`src/rtl/ppg_pair_reload.sv`:
```
module ppg_pair_reload #(
  parameter int BW = 8
) (
  input  logic            clk,
  input  logic            rst,
  input  logic            cascade,
  input  logic [1:0]      ch_en,
  input  logic            bus_we,
  input  logic [3:0]      bus_be,
  input  logic [4*BW-1:0] bus_wdata,
  output logic [4*BW-1:0] bus_rdata,
  output logic            wave0,
  output logic            wave1
);
  localparam int RW = 2*BW;

  logic [1:0][RW-1:0] rel;
  logic [RW-1:0]      stage, stage_nx, lo16, hi16;
  logic [1:0][BW-1:0] cnt, hh;
  logic [1:0]         run, lvl;

  assign stage_nx[BW-1:0]  = bus_be[0] ? bus_wdata[BW-1:0]  : stage[BW-1:0];
  assign stage_nx[RW-1:BW] = bus_be[1] ? bus_wdata[RW-1:BW] : stage[RW-1:BW];
  assign lo16      = {rel[1][BW-1:0],  rel[0][BW-1:0]};
  assign hi16      = {rel[1][RW-1:BW], rel[0][RW-1:BW]};
  assign bus_rdata = rel;
  assign wave0     = lvl[0];
  assign wave1     = cascade ? lvl[0] : lvl[1];

  always_ff @(posedge clk) begin
    if (rst) begin
      rel   <= '0;
      stage <= '0;
    end else if (bus_we) begin
      if (cascade) begin
        stage <= stage_nx;
        if (|bus_be[3:2]) rel[0] <= stage_nx;
      end else begin
        if (bus_be[0]) rel[0][BW-1:0]  <= bus_wdata[BW-1:0];
        if (bus_be[1]) rel[0][RW-1:BW] <= bus_wdata[RW-1:BW];
      end
      if (bus_be[2]) rel[1][BW-1:0]  <= bus_wdata[RW+BW-1:RW];
      if (bus_be[3]) rel[1][RW-1:BW] <= bus_wdata[4*BW-1:RW+BW];
    end
  end

  always_ff @(posedge clk) begin
    if (rst) begin
      cnt <= '0;
      hh  <= '0;
      run <= '0;
      lvl <= '0;
    end else if (cascade) begin
      run[1] <= 1'b0;
      lvl[1] <= 1'b0;
      if (!ch_en[0]) begin
        run[0] <= 1'b0;
        lvl[0] <= 1'b0;
      end else if (!run[0] || (lvl[0] && cnt == '0)) begin
        run[0] <= 1'b1;
        lvl[0] <= 1'b0;
        cnt    <= lo16;
        hh     <= hi16;
      end else if (cnt != '0) begin
        cnt <= cnt - RW'(1);
      end else begin
        lvl[0] <= 1'b1;
        cnt    <= hh;
      end
    end else begin
      for (int i = 0; i < 2; i++) begin
        if (!ch_en[i]) begin
          run[i] <= 1'b0;
          lvl[i] <= 1'b0;
        end else if (!run[i] || (lvl[i] && cnt[i] == '0)) begin
          run[i] <= 1'b1;
          lvl[i] <= 1'b0;
          cnt[i] <= rel[i][BW-1:0];
          hh[i]  <= rel[i][RW-1:BW];
        end else if (cnt[i] != '0) begin
          cnt[i] <= cnt[i] - BW'(1);
        end else begin
          lvl[i] <= 1'b1;
          cnt[i] <= hh[i];
        end
      end
    end
  end

  AST_RESET_CLEAR: assert property (@(posedge clk)
    rst |=> (bus_rdata == '0 && !wave0 && !wave1));
  AST_DIRECT_LOW_BYTE: assert property (@(posedge clk) disable iff (rst)
    (!cascade && bus_we && bus_be[0]) |=> rel[0][BW-1:0] == $past(bus_wdata[BW-1:0]));
  AST_STAGE_HOLDS: assert property (@(posedge clk) disable iff (rst)
    (cascade && bus_we && bus_be[3:2] == 2'b00) |=> $stable(rel[0]));
  AST_STAGE_COMMIT: assert property (@(posedge clk) disable iff (rst)
    (cascade && bus_we && bus_be[3:2] == 2'b11) |=>
      (rel[0] == $past(stage_nx) && rel[1] == $past(bus_wdata[4*BW-1:RW])));
  AST_NO_EARLY_TOGGLE: assert property (@(posedge clk) disable iff (rst)
    (!cascade && run[0] && ch_en[0] && cnt[0] != '0) |=> wave0 == $past(wave0));
  AST_IDLE_LOW: assert property (@(posedge clk) disable iff (rst)
    (!cascade && !ch_en[1]) |=> (cascade || !wave1));
endmodule

```
`config.mk`:
```
export PLATFORM = sky130hd
export DESIGN_NAME = ppg_pair_reload
export DESIGN_NICKNAME = d
export VERILOG_FILES = /design/src/rtl/ppg_pair_reload.sv
export SDC_FILE = /design/constraint.sdc
export NUM_CORES = 1
export LEC_CHECK = 0
export BUFFER_PORTS_ARGS = -buffer_cell sky130_fd_sc_hd__buf_2
export CAP_MARGIN = 20
export CORE_ASPECT_RATIO = 0.7
export CORE_MARGIN = 5
export CORE_UTILIZATION = 55
export CTS_CLUSTER_DIAMETER = 30
export CTS_CLUSTER_SIZE = 20
export DETAILED_ROUTE_END_ITERATION = 10
export PLACE_DENSITY = 0.86
export SLEW_MARGIN = 5
export SYNTH_ARGS = -nofsm -noshare
export SYNTH_HDL_FRONTEND = slang
export SYNTH_SLANG_ARGS = --single-unit
```
`constraint.sdc`:
```
create_clock -name clk -period 3.37 [get_ports clk]
set_clock_uncertainty 0.05 [all_clocks]
set_input_delay 0.337 -clock clk [delete_from_list [all_inputs] [get_ports clk]]
set_output_delay 0.337 -clock clk [all_outputs]
set_load 0.1 [all_outputs]
```
[After elaboration in Yosys (flattened, before gate mapping)]
Index checks and enable logic that the tools add are counted.
Cells by class
  bitwise gates (word level): 1
  mux-type cells: 36
  eq/ne operators: 7
  reduce and logical (&&, ||, !) cells: 32
  $add $sub $neg: 3
Operators with widths (count)
  2-to-1 mux 16 bit: 9
  2-to-1 mux 8 bit: 14
  logical NOT 16 bit: 1
  logical NOT 8 bit: 2
  nonzero test 16 bit: 1
  nonzero test 8 bit: 2
  subtractor 16 x 1 -> 16 bit, second input constant: 1
  subtractor 8 x 1 -> 8 bit, second input constant: 2
  2-to-1 mux 1 bit: 13
  AND reduction 2 bit: 6
  nonzero test 2 bit: 5
  AND reduction 3 bit: 3
  != test 4 bit, second input constant: 2
  != test 2 x 1 -> 1 bit, second input constant: 3
  != test 3 x 2 -> 1 bit, second input constant: 2
  AND reduction 4 bit: 1
  OR reduction 4 bit: 1
  logical AND 1 bit: 3
  logical OR 1 bit: 3
  OR reduction 3 bit: 1
  logical NOT 1 bit: 2
  OR reduction 2 bit: 1
  NOT 1 bit: 1
Storage, ports and cells
  output and inout port bits: 34
  input port bits: 42
  logic and storage cells: 92
  register bits after elaboration: 84

[Depth between registers and ports, before layout]
  depth in word-level cells: 6
  depth in mapped cells: 11
  gate-level depth less buffers: 8

[Least setup slack after synthesis]
No wires, ideal clock.
  path type: flip-flop to flip-flop
  start point: register lvl[0]
  end point: register hh[1] (netlist name)
  stages on the path, launching flop included: 8
  clock period less this slack: 2.692 ns
  data required time: 3.192 ns
  buffers on the path: 1
  arrival: 2.515 ns
  setup time: 0.128 ns
  path slack: 0.678 ns
  path through: dfxtp_1 -> or4b_4 -> o21ai_4 -> nand2_2 -> a31oi_4 -> buf_6 -> mux2i_1 -> nor2_1
On the way
  word-level cells in the longest chain between the ends: 4
  elaborated cells on any way between the ends: 7
  classes of those cells: eq/ne (1); reduce/logical (6)
RTL lines
  from (decl): RTL line 20  | logic [1:0] run, lvl;
  from (signal assigned): RTL line 52  | lvl <= '0;
  from (signal assigned): RTL line 58  | lvl[0] <= 1'b0;
  from (signal assigned): RTL line 61  | lvl[0] <= 1'b0;
  logical AND 1 bit (on tied branches): RTL line 59, 75
  logical OR 1 bit (on tied branches): RTL line 59, 75
  != test 2 x 1 -> 1 bit (no source line) or nonzero test 2 bit (tied branches)
  AND reduction 3 bit (no source line) *
  to (signal assigned): RTL line 63  | hh <= hi16;
  to (signal, indexed assignment): RTL line 79  | hh[i] <= rel[i][RW-1:BW];
  to (decl): RTL line 19  | logic [1:0][BW-1:0] cnt, hh;
Every way passes the cells marked *; elsewhere a longest branch is shown, timed or not.
A chain may end at the register's enable or synchronous reset.

[Worst setup path in the final report]
  start point: register cnt[8] (netlist name)
  end point: register hh[11] (netlist name)
On the way
  word-level cells in the longest chain between the ends: 5
  elaborated cells on any way between the ends: 9
  classes of those cells: eq/ne (1); reduce/logical (8)
RTL lines
  from (decl): RTL line 19
  from (signal assigned): RTL line 62  | cnt <= lo16;
  from (signal assigned): RTL line 65  | cnt <= cnt - RW'(1);
  from (signal assigned): RTL line 68  | cnt <= hh;
  logical NOT 16 bit or logical NOT 8 bit (tied branches): RTL line 59, 75
  logical AND 1 bit (on tied branches): RTL line 59, 75
  logical OR 1 bit (on tied branches): RTL line 59, 75
  != test 2 x 1 -> 1 bit (no source line) or nonzero test 2 bit (tied branches)
  AND reduction 4 bit (no source line) *
Marks and branches as above.

==> impl_summary.log <==
INFO  metric drive_above_1_share = 0.201
INFO  metric timing.critical_path.arrival = 2970 ps
INFO  metric worst_setup_path_start_kind = register
INFO  metric grt_start_max_net_pins = 31
INFO  metric synth_cell_type_count = 69
INFO  metric finalWeightedCongestion = 0.967
INFO  metric worst-path-max-fanout = 9
INFO  metric yosys-top-cells-area = sky130_fd_sc_hd__dfxtp_1, sky130_fd_sc_hd__mux2i_1, sky130_fd_sc_hd__nor2_1
INFO  metric floorplan.initialDensity = 0.560
INFO  metric routed_wire_length_per_instance = 17.2 µm
INFO  metric hold_buffers = 0
INFO  metric yosysWarningCount = 0
INFO  metric final_nets = 609
INFO  metric cp-end-kind = register
INFO  metric detailroute.via_count = 4092
INFO  metric grt_pass1_wl = 18800 µm
INFO  metric avgViaCountPerCell = 6.12
INFO  metric synthesis.instances = 508
INFO  metric holdWs = 196 ps
INFO  metric grt_util_all_layers = 0.238
INFO  metric synth_commonest_cells = sky130_fd_sc_hd__dfxtp_1, sky130_fd_sc_hd__nor2_1, sky130_fd_sc_hd__mux2i_1
INFO  metric antenna_found_initial = 0
INFO  metric port-buffer-count = 75
INFO  metric final-hold-violation-count = 0
INFO  metric place_inst = 654
INFO  metric pre_cts_slack = 645 ps
INFO  metric synth_edf_count = 0
INFO  metric clk_transition_reported_paths = 60 ps
INFO  metric synth_compound_gate_area_share = 0.193
INFO  metric finish.cell_count_without_fillers = 669
INFO  metric maxCapViolCount = 0
INFO  metric cts_tree = built
INFO  metric cts_setup_buffers = 0
INFO  metric clock_tree.root_cell = sky130_fd_sc_hd__clkbuf_16
INFO  metric setup-tns-final = 0 ps
INFO  metric drc = 0
INFO  metric fillCellCount = 621
INFO  metric netlist_area = 0.00437 mm²
INFO  metric synth-simple-area-share = 0.227
INFO  metric cts.path.max_buffers = 2
INFO  metric synth_fa_ha_area_frac = 0.00859
INFO  metric finalWirelength = 11500 µm
INFO  metric outcome = completed
INFO  metric die_height = 84.6 µm
INFO  metric grt_setup_unrepaired = no
INFO  metric max_slew.worst_pin.slew = 979 ps
INFO  metric clk_latency = 340 ps
INFO  metric synthMostInstantiatedCell = sky130_fd_sc_hd__dfxtp_1
INFO  metric globalRoute.totalOverflow = 0
INFO  metric via_count_of_the_first_global_routing_pass = 3813
INFO  metric fin_ws = 570 ps
INFO  metric ant_nets = 0
INFO  metric post_synth.cell_area_avg = 8.60 µm²
INFO  metric synth_mux_area_frac = 0.115
INFO  metric critPathRequiredTime = 3540 ps
INFO  metric slew_viol_final = 0
INFO  metric synth.yosys.seq_area_share = 0.385
INFO  metric final_period_demand_of_the_worst_path = 2800 ps
INFO  metric drt_iter0_markers = 284
INFO  metric num_rows = 27
INFO  metric largest_family_of_logic_cells_by_synthesized_area = simple AND/OR/NAND/NOR gates
INFO  metric synth.net_count = 553
INFO  metric htree_levels = 3
INFO  metric synthDominantCellAreaShare = 0.385
INFO  metric n_antenna_cell = 0
INFO  metric period_share = 0.831
INFO  metric final_core_util = 0.642
INFO  metric place.detailed.hpwl = 8250 µm
INFO  metric critical_path_class = reg2reg
INFO  metric clock_sinks = 84
INFO  metric relative_area_change_from_synthesis_to_final_layout = 14.7%
INFO  metric synth_register_bits = 84
INFO  metric timing.hold.worst.class = in2reg
INFO  metric total_leakage_power = 2.19 nW
INFO  metric max_freq = 0.357 GHz
INFO  metric die_area = 0.00985 mm²
INFO  metric firstDrtPassIters = 5
INFO  metric worst_ir_drop_vdd = 402 µV
INFO  metric max_slew_margin = 0.345
INFO  metric io_pins = 76
INFO  metric finalSetupViolations = 0
INFO  metric core_area = 0.00780 mm²
INFO  metric synth_ff_type = sky130_fd_sc_hd__dfxtp_1
INFO  metric cts_buffers = 9
INFO  metric synth_async_sr_flop_share = 0
INFO  metric netlist.top_cell.by_area = sky130_fd_sc_hd__dfxtp_1
INFO  metric synth-xor-area-share = 0.0221
INFO  metric die_w = 117 µm
INFO  metric count_of_cells_resized_by_post_cts_repair = 0
INFO  metric power_per_cell_area = 564 mW/mm²
[final timing paths]
check	to	slack (ps)	startpoint	cells after the start
setup / recovery	hh[11]$_SDFFE_PP0P_	570	cnt[8]$_SDFFE_PP0P_	8
hold / removal	bus_rdata[30]$_SDFFE_PP0P_	200	bus_wdata[30]	3
setup reg to reg	hh[11]$_SDFFE_PP0P_	570	cnt[8]$_SDFFE_PP0P_	8
hold reg to reg	bus_rdata[26]$_SDFFE_PP0P_	430	bus_rdata[26]$_SDFFE_PP0P_	2
[routing by layer]
metal,vias to the layer above,wire [µm],share of wire,track usage
li1,1940,-,-,-
met1,1919,5070,0.44,0.338
met2,209,4990,0.43,0.339
met3,24,1220,0.11,0.0843
met4,0,191,0.017,0.0667
met5,-,0,0,0
[critical path, cell delays in order, from the launching register on]
cell and delay [ps]:
sky130_fd_sc_hd__dfxtp_1 390, sky130_fd_sc_hd__inv_1 90, sky130_fd_sc_hd__ha_1 270, sky130_fd_sc_hd__nor4b_4 440, sky130_fd_sc_hd__a41oi_2 280, sky130_fd_sc_hd__nor2_1 320, sky130_fd_sc_hd__and2_1 510, sky130_fd_sc_hd__mux2i_1 260
sky130_fd_sc_hd__nor2_1 60
[logic make-up after synthesis]
group	Yosys count
AND/OR/NAND/NOR	202
AO/OA/AOI/OAI	114
flip-flops	84
multiplexers	50
buffers and inverters	44
XOR/XNOR	11
adder cells (fa/ha/maj)	3
[report_power, final]
group / internal [mW] / switching (mW)
combinational: 0.223 / 0.516
clock: 0.574 / 0.400
sequential: 1.05 / 0.0673
[area by class of cell]
cell class / count / area, µm² / area share
inverters: 10 / 37.5 / 0.00749
repair buffers: 79 / 405 / 0.0809
flip-flops and latches: 84 / 1680 / 0.335
clock buffers: 10 / 229 / 0.0457
multi-input cells: 380 / 2470 / 0.493
well taps: 101 / 126 / 0.0252
clock inverters: 5 / 62.6 / 0.0125
[cells in the final DEF (no fill, tap or decap), types with 5 or more instances in the layout]
| cell | Yosys | layout |
|---|---|---|
| sky130_fd_sc_hd__nand2b_1 | 8 | 8 |
| sky130_fd_sc_hd__buf_2 | 5 | 75 |
| sky130_fd_sc_hd__clkbuf_16 | 0 | 9 |
| sky130_fd_sc_hd__nor2b_1 | 5 | 5 |
| sky130_fd_sc_hd__o21ai_0 | 10 | 10 |
| sky130_fd_sc_hd__nand2_1 | 43 | 43 |
| sky130_fd_sc_hd__nand3_1 | 22 | 22 |
| sky130_fd_sc_hd__dfxtp_1 | 84 | 84 |
| sky130_fd_sc_hd__nor2_1 | 83 | 83 |
| sky130_fd_sc_hd__a211oi_1 | 25 | 25 |
| sky130_fd_sc_hd__inv_1 | 10 | 10 |
| sky130_fd_sc_hd__nor3_1 | 10 | 10 |
| sky130_fd_sc_hd__a21oi_1 | 34 | 34 |
| sky130_fd_sc_hd__mux2i_1 | 49 | 49 |
| sky130_fd_sc_hd__xor2_1 | 7 | 7 |
[flip-flops by register name, summed over array words and instances, names as in the netlist]
register   flops
hh            16
stage         16
run            2
bus_rdata     32
lvl            2
cnt           16
[per-stage QoR]
stage	instance area, µm²	power (mW)
2_1_floorplan	4370	1.71
3_3_place_gp	4720	1.84
3_5_place_dp	4720	1.85
4_1_cts	5010	2.82
5_1_grt	5010	2.94
6_report	5010	2.83
Note: power is estimated with default switching activity, not from simulation.
